`src/rtl/hb_leg_pkg.sv`:
```
package hb_leg_pkg;
    // Start-up phase of the leg after a fault releases.
    typedef enum logic [1:0] {
        PH_HOLD    = 2'd0,
        PH_REFRESH = 2'd1,
        PH_SETTLE  = 2'd2,
        PH_RUN     = 2'd3
    } hb_phase_e;
endpackage

```
`src/rtl/hb_sync.sv`:
```
// Two-stage synchronizer with a per-instance reset value.
module hb_sync #(
    parameter int         W       = 2,
    parameter logic [W-1:0] RST_VAL = '0
) (
    input  logic         clk,
    input  logic         rst_n,
    input  logic [W-1:0] d,
    output logic [W-1:0] q
);
    typedef struct packed {
        logic [W-1:0] meta;
        logic [W-1:0] stab;
    } sync_t;

    sync_t sy_d, sy_q;

    always_comb begin
        sy_d      = sy_q;
        sy_d.meta = d;
        sy_d.stab = sy_q.meta;
    end

    always_ff @(posedge clk or negedge rst_n) begin
        if (!rst_n) begin
            sy_q <= '{meta: RST_VAL, stab: RST_VAL};
        end else begin
            sy_q <= sy_d;
        end
    end

    assign q = sy_q.stab;
endmodule

```
`src/rtl/hb_start.sv`:
```
// Start-up sequencer: refresh pulse on the low side, then upper enable.
module hb_start
    import hb_leg_pkg::*;
#(
    parameter int REFRESH_CYC = 41,
    parameter int UPEN_CYC    = 45
) (
    input  logic clk,
    input  logic rst_n,
    input  logic flt,
    output logic force_lo,
    output logic hi_ok
);
    localparam int ST_W = $clog2(UPEN_CYC + 2);
    localparam logic [ST_W-1:0] REF_L  = ST_W'(REFRESH_CYC);
    localparam logic [ST_W-1:0] UPEN_L = ST_W'(UPEN_CYC);

    typedef struct packed {
        logic [ST_W-1:0] cnt;
    } start_t;

    start_t    st_d, st_q;
    hb_phase_e phase;

    always_comb begin
        st_d = st_q;
        if (flt) begin
            st_d.cnt = '0;
        end else if (st_q.cnt != UPEN_L) begin
            st_d.cnt = st_q.cnt + 1'b1;
        end

        if (flt) begin
            phase = PH_HOLD;
        end else if (st_q.cnt < REF_L) begin
            phase = PH_REFRESH;
        end else if (st_q.cnt < UPEN_L) begin
            phase = PH_SETTLE;
        end else begin
            phase = PH_RUN;
        end
    end

    always_ff @(posedge clk or negedge rst_n) begin
        if (!rst_n) begin
            st_q <= '{cnt: '0};
        end else begin
            st_q <= st_d;
        end
    end

    assign force_lo = (phase == PH_REFRESH);
    assign hi_ok    = (phase == PH_RUN);
endmodule

```
`src/rtl/hb_side.sv`:
```
// One switch: delayed turn-on, immediate turn-off, minimum off time.
module hb_side #(
    parameter int DLY_W       = 8,
    parameter int MIN_ON_CYC  = 5,
    parameter int MIN_OFF_CYC = 4
) (
    input  logic             clk,
    input  logic             rst_n,
    input  logic             want,
    input  logic             other_on,
    input  logic             force_on,
    input  logic [DLY_W-1:0] dly,
    output logic             gate
);
    localparam int OFF_W = $clog2(MIN_OFF_CYC + 2);
    localparam logic [DLY_W-1:0] MIN_ON_L = DLY_W'(MIN_ON_CYC);
    localparam logic [DLY_W-1:0] PEND_MAX = '1;
    localparam logic [OFF_W-1:0] OFF_L    = OFF_W'(MIN_OFF_CYC);

    typedef struct packed {
        logic             gate;
        logic [DLY_W-1:0] pend;
        logic [OFF_W-1:0] offc;
    } side_t;

    side_t            sd_d, sd_q;
    logic [DLY_W-1:0] need;
    logic             arm;

    always_comb begin
        need = (dly > MIN_ON_L) ? dly : MIN_ON_L;
        arm  = want && !other_on;
        sd_d = sd_q;
        if (force_on) begin
            sd_d.gate = 1'b1;
            sd_d.pend = '0;
            sd_d.offc = '0;
        end else if (sd_q.gate) begin
            sd_d.pend = '0;
            sd_d.offc = '0;
            if (!want) begin
                sd_d.gate = 1'b0;
            end
        end else begin
            if (sd_q.offc != OFF_L) begin
                sd_d.offc = sd_q.offc + 1'b1;
            end
            if (arm) begin
                if ((sd_q.pend >= need) && (sd_q.offc >= OFF_L)) begin
                    sd_d.gate = 1'b1;
                end
                if (sd_q.pend != PEND_MAX) begin
                    sd_d.pend = sd_q.pend + 1'b1;
                end
            end else begin
                sd_d.pend = '0;
            end
        end
    end

    always_ff @(posedge clk or negedge rst_n) begin
        if (!rst_n) begin
            sd_q <= '{gate: 1'b0, pend: '0, offc: '0};
        end else begin
            sd_q <= sd_d;
        end
    end

    assign gate = sd_q.gate;
endmodule

```
`src/rtl/hb_leg_ctrl.sv`:
```
// Half-bridge leg controller: priority, dead time, start-up sequence.
module hb_leg_ctrl #(
    parameter int DLY_W       = 8,
    parameter int MIN_ON_CYC  = 5,
    parameter int MIN_OFF_CYC = 4,
    parameter int REFRESH_CYC = 41,
    parameter int UPEN_CYC    = 45
) (
    input  logic             clk,
    input  logic             rst_n,
    input  logic             lo_cmd,
    input  logic             hi_cmd,
    input  logic             dis,
    input  logic             uv,
    input  logic [DLY_W-1:0] lo_dly,
    input  logic [DLY_W-1:0] hi_dly,
    output logic             lo_gate,
    output logic             hi_gate
);
    localparam int NSIDE = 2;

    logic [1:0]       cmd_s;     // [0] low, [1] high
    logic [1:0]       flt_v;     // [0] disable, [1] undervoltage
    logic             flt_s;
    logic             force_lo;
    logic             hi_ok;
    logic [NSIDE-1:0] want;
    logic [NSIDE-1:0] gate;
    logic [NSIDE-1:0] force_v;
    logic [DLY_W-1:0] dly_v [NSIDE];

    hb_sync #(.W(2), .RST_VAL(2'b00)) u_cmd_sync (
        .clk(clk), .rst_n(rst_n), .d({hi_cmd, lo_cmd}), .q(cmd_s)
    );

    hb_sync #(.W(2), .RST_VAL(2'b11)) u_flt_sync (
        .clk(clk), .rst_n(rst_n), .d({uv, dis}), .q(flt_v)
    );

    assign flt_s = |flt_v;

    hb_start #(.REFRESH_CYC(REFRESH_CYC), .UPEN_CYC(UPEN_CYC)) u_start (
        .clk(clk), .rst_n(rst_n), .flt(flt_s), .force_lo(force_lo), .hi_ok(hi_ok)
    );

    assign want[0]  = !flt_s && cmd_s[0];
    assign want[1]  = hi_ok && cmd_s[1] && !cmd_s[0];
    assign force_v  = {1'b0, force_lo};
    assign dly_v[0] = lo_dly;
    assign dly_v[1] = hi_dly;

    for (genvar i = 0; i < NSIDE; i++) begin : g_side
        hb_side #(
            .DLY_W(DLY_W), .MIN_ON_CYC(MIN_ON_CYC), .MIN_OFF_CYC(MIN_OFF_CYC)
        ) u_side (
            .clk(clk),
            .rst_n(rst_n),
            .want(want[i]),
            .other_on(gate[NSIDE-1-i]),
            .force_on(force_v[i]),
            .dly(dly_v[i]),
            .gate(gate[i])
        );
    end

    assign lo_gate = gate[0];
    assign hi_gate = gate[1];
endmodule

```
`config.mk`:
```
export PLATFORM = sky130hd
export DESIGN_NAME = hb_leg_ctrl
export DESIGN_NICKNAME = d
export VERILOG_FILES = /design/src/rtl/hb_leg_pkg.sv /design/src/rtl/hb_sync.sv /design/src/rtl/hb_start.sv /design/src/rtl/hb_side.sv /design/src/rtl/hb_leg_ctrl.sv
export SDC_FILE = /design/constraint.sdc
export NUM_CORES = 1
export LEC_CHECK = 0
export ABC_AREA = 1
export BUFFER_PORTS_ARGS = -buffer_cell sky130_fd_sc_hd__buf_2
export CORE_MARGIN = 5
export CORE_UTILIZATION = 60
export CTS_BUF_LIST = sky130_fd_sc_hd__clkbuf_4 sky130_fd_sc_hd__clkbuf_8
export DETAILED_ROUTE_END_ITERATION = 6
export GPL_TIMING_DRIVEN = 1
export HOLD_SLACK_MARGIN = 0.08
export PLACE_DENSITY = 0.9
export SETUP_SLACK_MARGIN = 0.4
export SLEW_MARGIN = 40
export SYNTH_ARGS = -nofsm -noshare
export SYNTH_HDL_FRONTEND = slang
export SYNTH_SLANG_ARGS = --single-unit
```
`constraint.sdc`:
```
create_clock -name clk -period 1.7 [get_ports clk]
set_clock_uncertainty 0.1 [all_clocks]
set_input_delay 0 -clock clk [delete_from_list [all_inputs] [get_ports clk]]
set_output_delay 0 -clock clk [all_outputs]
set_load 0.02 [all_outputs]
```
==> impl_metrics.ini <==
[place]
dpl.cell_count = 370
numPortBuffers = 23
hpwl_um = 3410
pre_cts_ws_ns = 0.116
place_congestion = 0.853
place_area_sq_mm = 0.00256

[floorplanning]
die_w_um = 72.5
die_h_um = 72.5
dieArea_sq_mm = 0.00525
coreArea_sq_mm = 0.00372
initial_core_util_pct = 63.0
top_level_ports = 24
rows = 22

[worst_setup_path]
reg2reg_depth = 8
r2r_slack_ns = -0.07
slowest_stage = dfrtp_1
r2r_start = u_start.st_q[1]$_DFFE_PN0P_
r2r_end = g_side[0].u_side.sd_q[1]$_DFFE_PN0P_
end_kind = flop
crit_chain = inv_2 > ha_4 > nor2_4 > nand4_1 > buf_4 > nand4_4 > nand2_1 > a21oi_2
path_class = reg2reg
required_ns = 1.81
critPathMaxFanout = 7
worstSetupStartpointType = flop
arrival_ns = 1.88
cp_slowest_stage_delay_ns = 0.37

[logic_synthesis]
synth.most_common_cell = nand2_1
ys_top_cells_by_area = dfrtp_1 (36%), ha_1 (13%), nand2_1 (9.8%), inv_1 (8.3%), nand3_1 (6.2%)
synth-compound-area-share_pct = 6.62
yosys_register_bits = 38
syn_area_per_cell_sq_um = 7.86
synth_top_cell_by_area = dfrtp_1
syn-num-nets = 345
synth_top_family_by_area = simple AND/OR/NAND/NOR gates
synthXorXnorAreaFrac_pct = 2.24
yosys.area_share.simple_pct = 28.3
synthMuxAreaShare_pct = 0
synth_top_area_share_pct = 36.3
syn-cell-area_sq_mm = 0.00234
ys.flop_type = dfrtp_1
ys_async_sr_fraction_pct = 100
seq_area_frac_synth_pct = 40.8
synth_common_cells = nand2_1 (61), inv_1 (52), dfrtp_1 (34), nor2_1 (34), nand3_1 (29)
synthCells = 298
yosysWarnings = 0
synthAdderAreaFrac_pct = 13.4
synth_edf_count = 0
yosysUniqueCellTypes = 25

[timing]
setup_viol = 3
min_period_ns = 1.77
period_share_pct = 104
grt_setup_unrepaired = yes
maxSlewViolCount = 0
tightest_slew_ns = 0.455
hold_violations = 0
max-slew-margin-rel_pct = 69.7
timing.fmax_ghz = 0.566
setup_tns_ns = -0.140
final.setup.worst_slack_ns = -0.0654

[grt]
overflow = 0
grt_pass1_wl_um = 9270
grt_pass1_vias = 2166
grt_usage_pct = 22.6
grt_max_degree = 39
antenna_found_initial = 0

[cells_and_area]
fin_cells = 408
synthToLayoutAreaGrowth_pct = 36.3
drive_gt1_share_pct = 36.1
fin_area_sq_mm = 0.00319
final_net_count = 406
fill_cells = 180
diodes = 0

[power_and_ir_drop]
p_per_area_mw_per_mm2 = 627
power_mw = 2.00
peakVddDrop_mv = 0.833
p_leak_nw = 1.61

[route]
wl_um = 7030
drtIter0Drc = 258
vias = 2447
drt_pass1_iterations = 6
drc = 0
avgViaCountPerCell = 6.00
post_drt_wl_per_cell_um = 17.2
ant_nets = 0

[clock_tree]
root_buffer = clkbuf_8
cts.sinks = 38
cts_buffer_depth = 2
cts_buffers = 5
htreeDepth = 2
cts.reportedPaths.clkPinSlew_ns = 0.07
insertion_delay_ns = 0.29
cts_tree = yes

[run_status]
violations = setup timing
outcome = complete, but fails checks

[flow_run]
maxCapViolCount = 0

[hold_path]
hold_path.class = in2async
[kinds of logic after synthesis]
kind of cell               Yosys count
and+or+nand+nor                    146
buffers and inverters               54
DFF                                 38
AOI/OAI and AO/OA                   29
adders and majority gates           25
xor gates and xnor gates             6
[worst max path at each step]
stage | startpoint | end | slack [ns] | cells after the start
after floorplan | u_start.st_q[0]$_DFFE_PN0P_ | g_side[1].u_side.sd_q[10]$_DFFE_PN0P_ | 0.24 | 9
after global placement | u_start.st_q[0]$_DFFE_PN0P_ | g_side[1].u_side.sd_q[9]$_DFFE_PN0P_ | 0.15 | 9
after detailed placement | g_side[1].u_side.sd_q[4]$_DFFE_PN0P_ | g_side[1].u_side.sd_q[4]$_DFFE_PN0P_ | 0.12 | 9
after CTS | u_start.st_q[0]$_DFFE_PN0P_ | g_side[1].u_side.sd_q[5]$_DFFE_PN0P_ | 0.19 | 9
after global routing | u_start.st_q[1]$_DFFE_PN0P_ | g_side[0].u_side.sd_q[2]$_DFFE_PN0P_ | -0.14 | 8
final | u_start.st_q[1]$_DFFE_PN0P_ | g_side[0].u_side.sd_q[1]$_DFFE_PN0P_ | -0.07 | 8
[sequential cells by signal, summed over array words and instances (netlist names)]
register,flops
u_cmd_sync.q,2
u_cmd_sync.sy_d,2
u_flt_sync.sy_d,2
u_start.st_q,6
g_side.u_side.gate,2
u_flt_sync.q,2
g_side.u_side.sd_q,22
[power by group]
part / switching (mW) / leakage (nW) / internal, mW / total, mW
registers: 0.0402 / 0.491 / 0.954 / 0.995
logic: 0.221 / 1.07 / 0.147 / 0.368
clock network: 0.299 / 0.0517 / 0.343 / 0.641
total: 0.560 / 1.61 / 1.44 / 2.00
[per-layer routing]
metal  routed length, um  vias to the layer above  global-route usage [%]
li1                    -                     1083                       -
met1                2700                     1146                    27.1
met2                3380                      173                    37.0
met3                 662                       45                    5.82
met4                 294                        0                    12.1
met5                   0                        -                       0
[cells in the final DEF, fill, tap and decap left out, types with 6 or more instances in the layout]
| cell type | synthesis | routed |
|---|---|---|
| nor2_4 | 1 | 6 |
| nand2_1 | 61 | 50 |
| ha_1 | 25 | 18 |
| inv_1 | 52 | 45 |
| nand3_1 | 29 | 22 |
| buf_4 | 0 | 24 |
| nand2_2 | 0 | 7 |
| nand4_1 | 10 | 10 |
| a21oi_1 | 14 | 9 |
| nor2_1 | 34 | 20 |
| buf_2 | 1 | 22 |
| o21ai_0 | 11 | 7 |
| clkbuf_8 | 0 | 6 |
| dfrtp_1 | 34 | 30 |
| nor2_2 | 1 | 10 |
[repair_timing]
action	in CTS	in global routing
endpoints found under the setup margin	26	28
hold endpoints to repair	38	0
resized for setup	36	43
hold buffers	5	0
buffers inserted	16	9
pin swaps	18	21
[worst max-delay path: cells and delay by family (launching register included)]
family | cells | cell delay (ns)
AOI/OAI and AO/OA | 1 | 0.18
buffers and inverters | 2 | 0.27
DFF | 1 | 0.37
and+or+nand+nor | 4 | 0.59
adders and majority gates | 1 | 0.18
[area by class of cell]
type                            instances  area, sq um  share of cell area, %
Inverter                               53          206                   6.47
Tap cell                               48         60.1                   1.88
Clock buffer                            7         90.1                   2.82
Clock inverter                          1         5.00                  0.157
Multi-Input combinational cell        206         1490                   46.5
Timing Repair Buffer                   55          385                   12.1
Sequential cell                        38          961                   30.1
[metrics by stage]
stage / hold WS (ns) / utilization, %
3_3_place_gp: 0.00543 / 69.0
2_1_floorplan: -0.396 / -
4_1_cts: 0.225 / 79.3
6_report: 0.107 / 85.9
5_1_grt: 0.163 / 85.9
3_5_place_dp: 0.00619 / 69.0
Power figures use the tool's default switching activity.
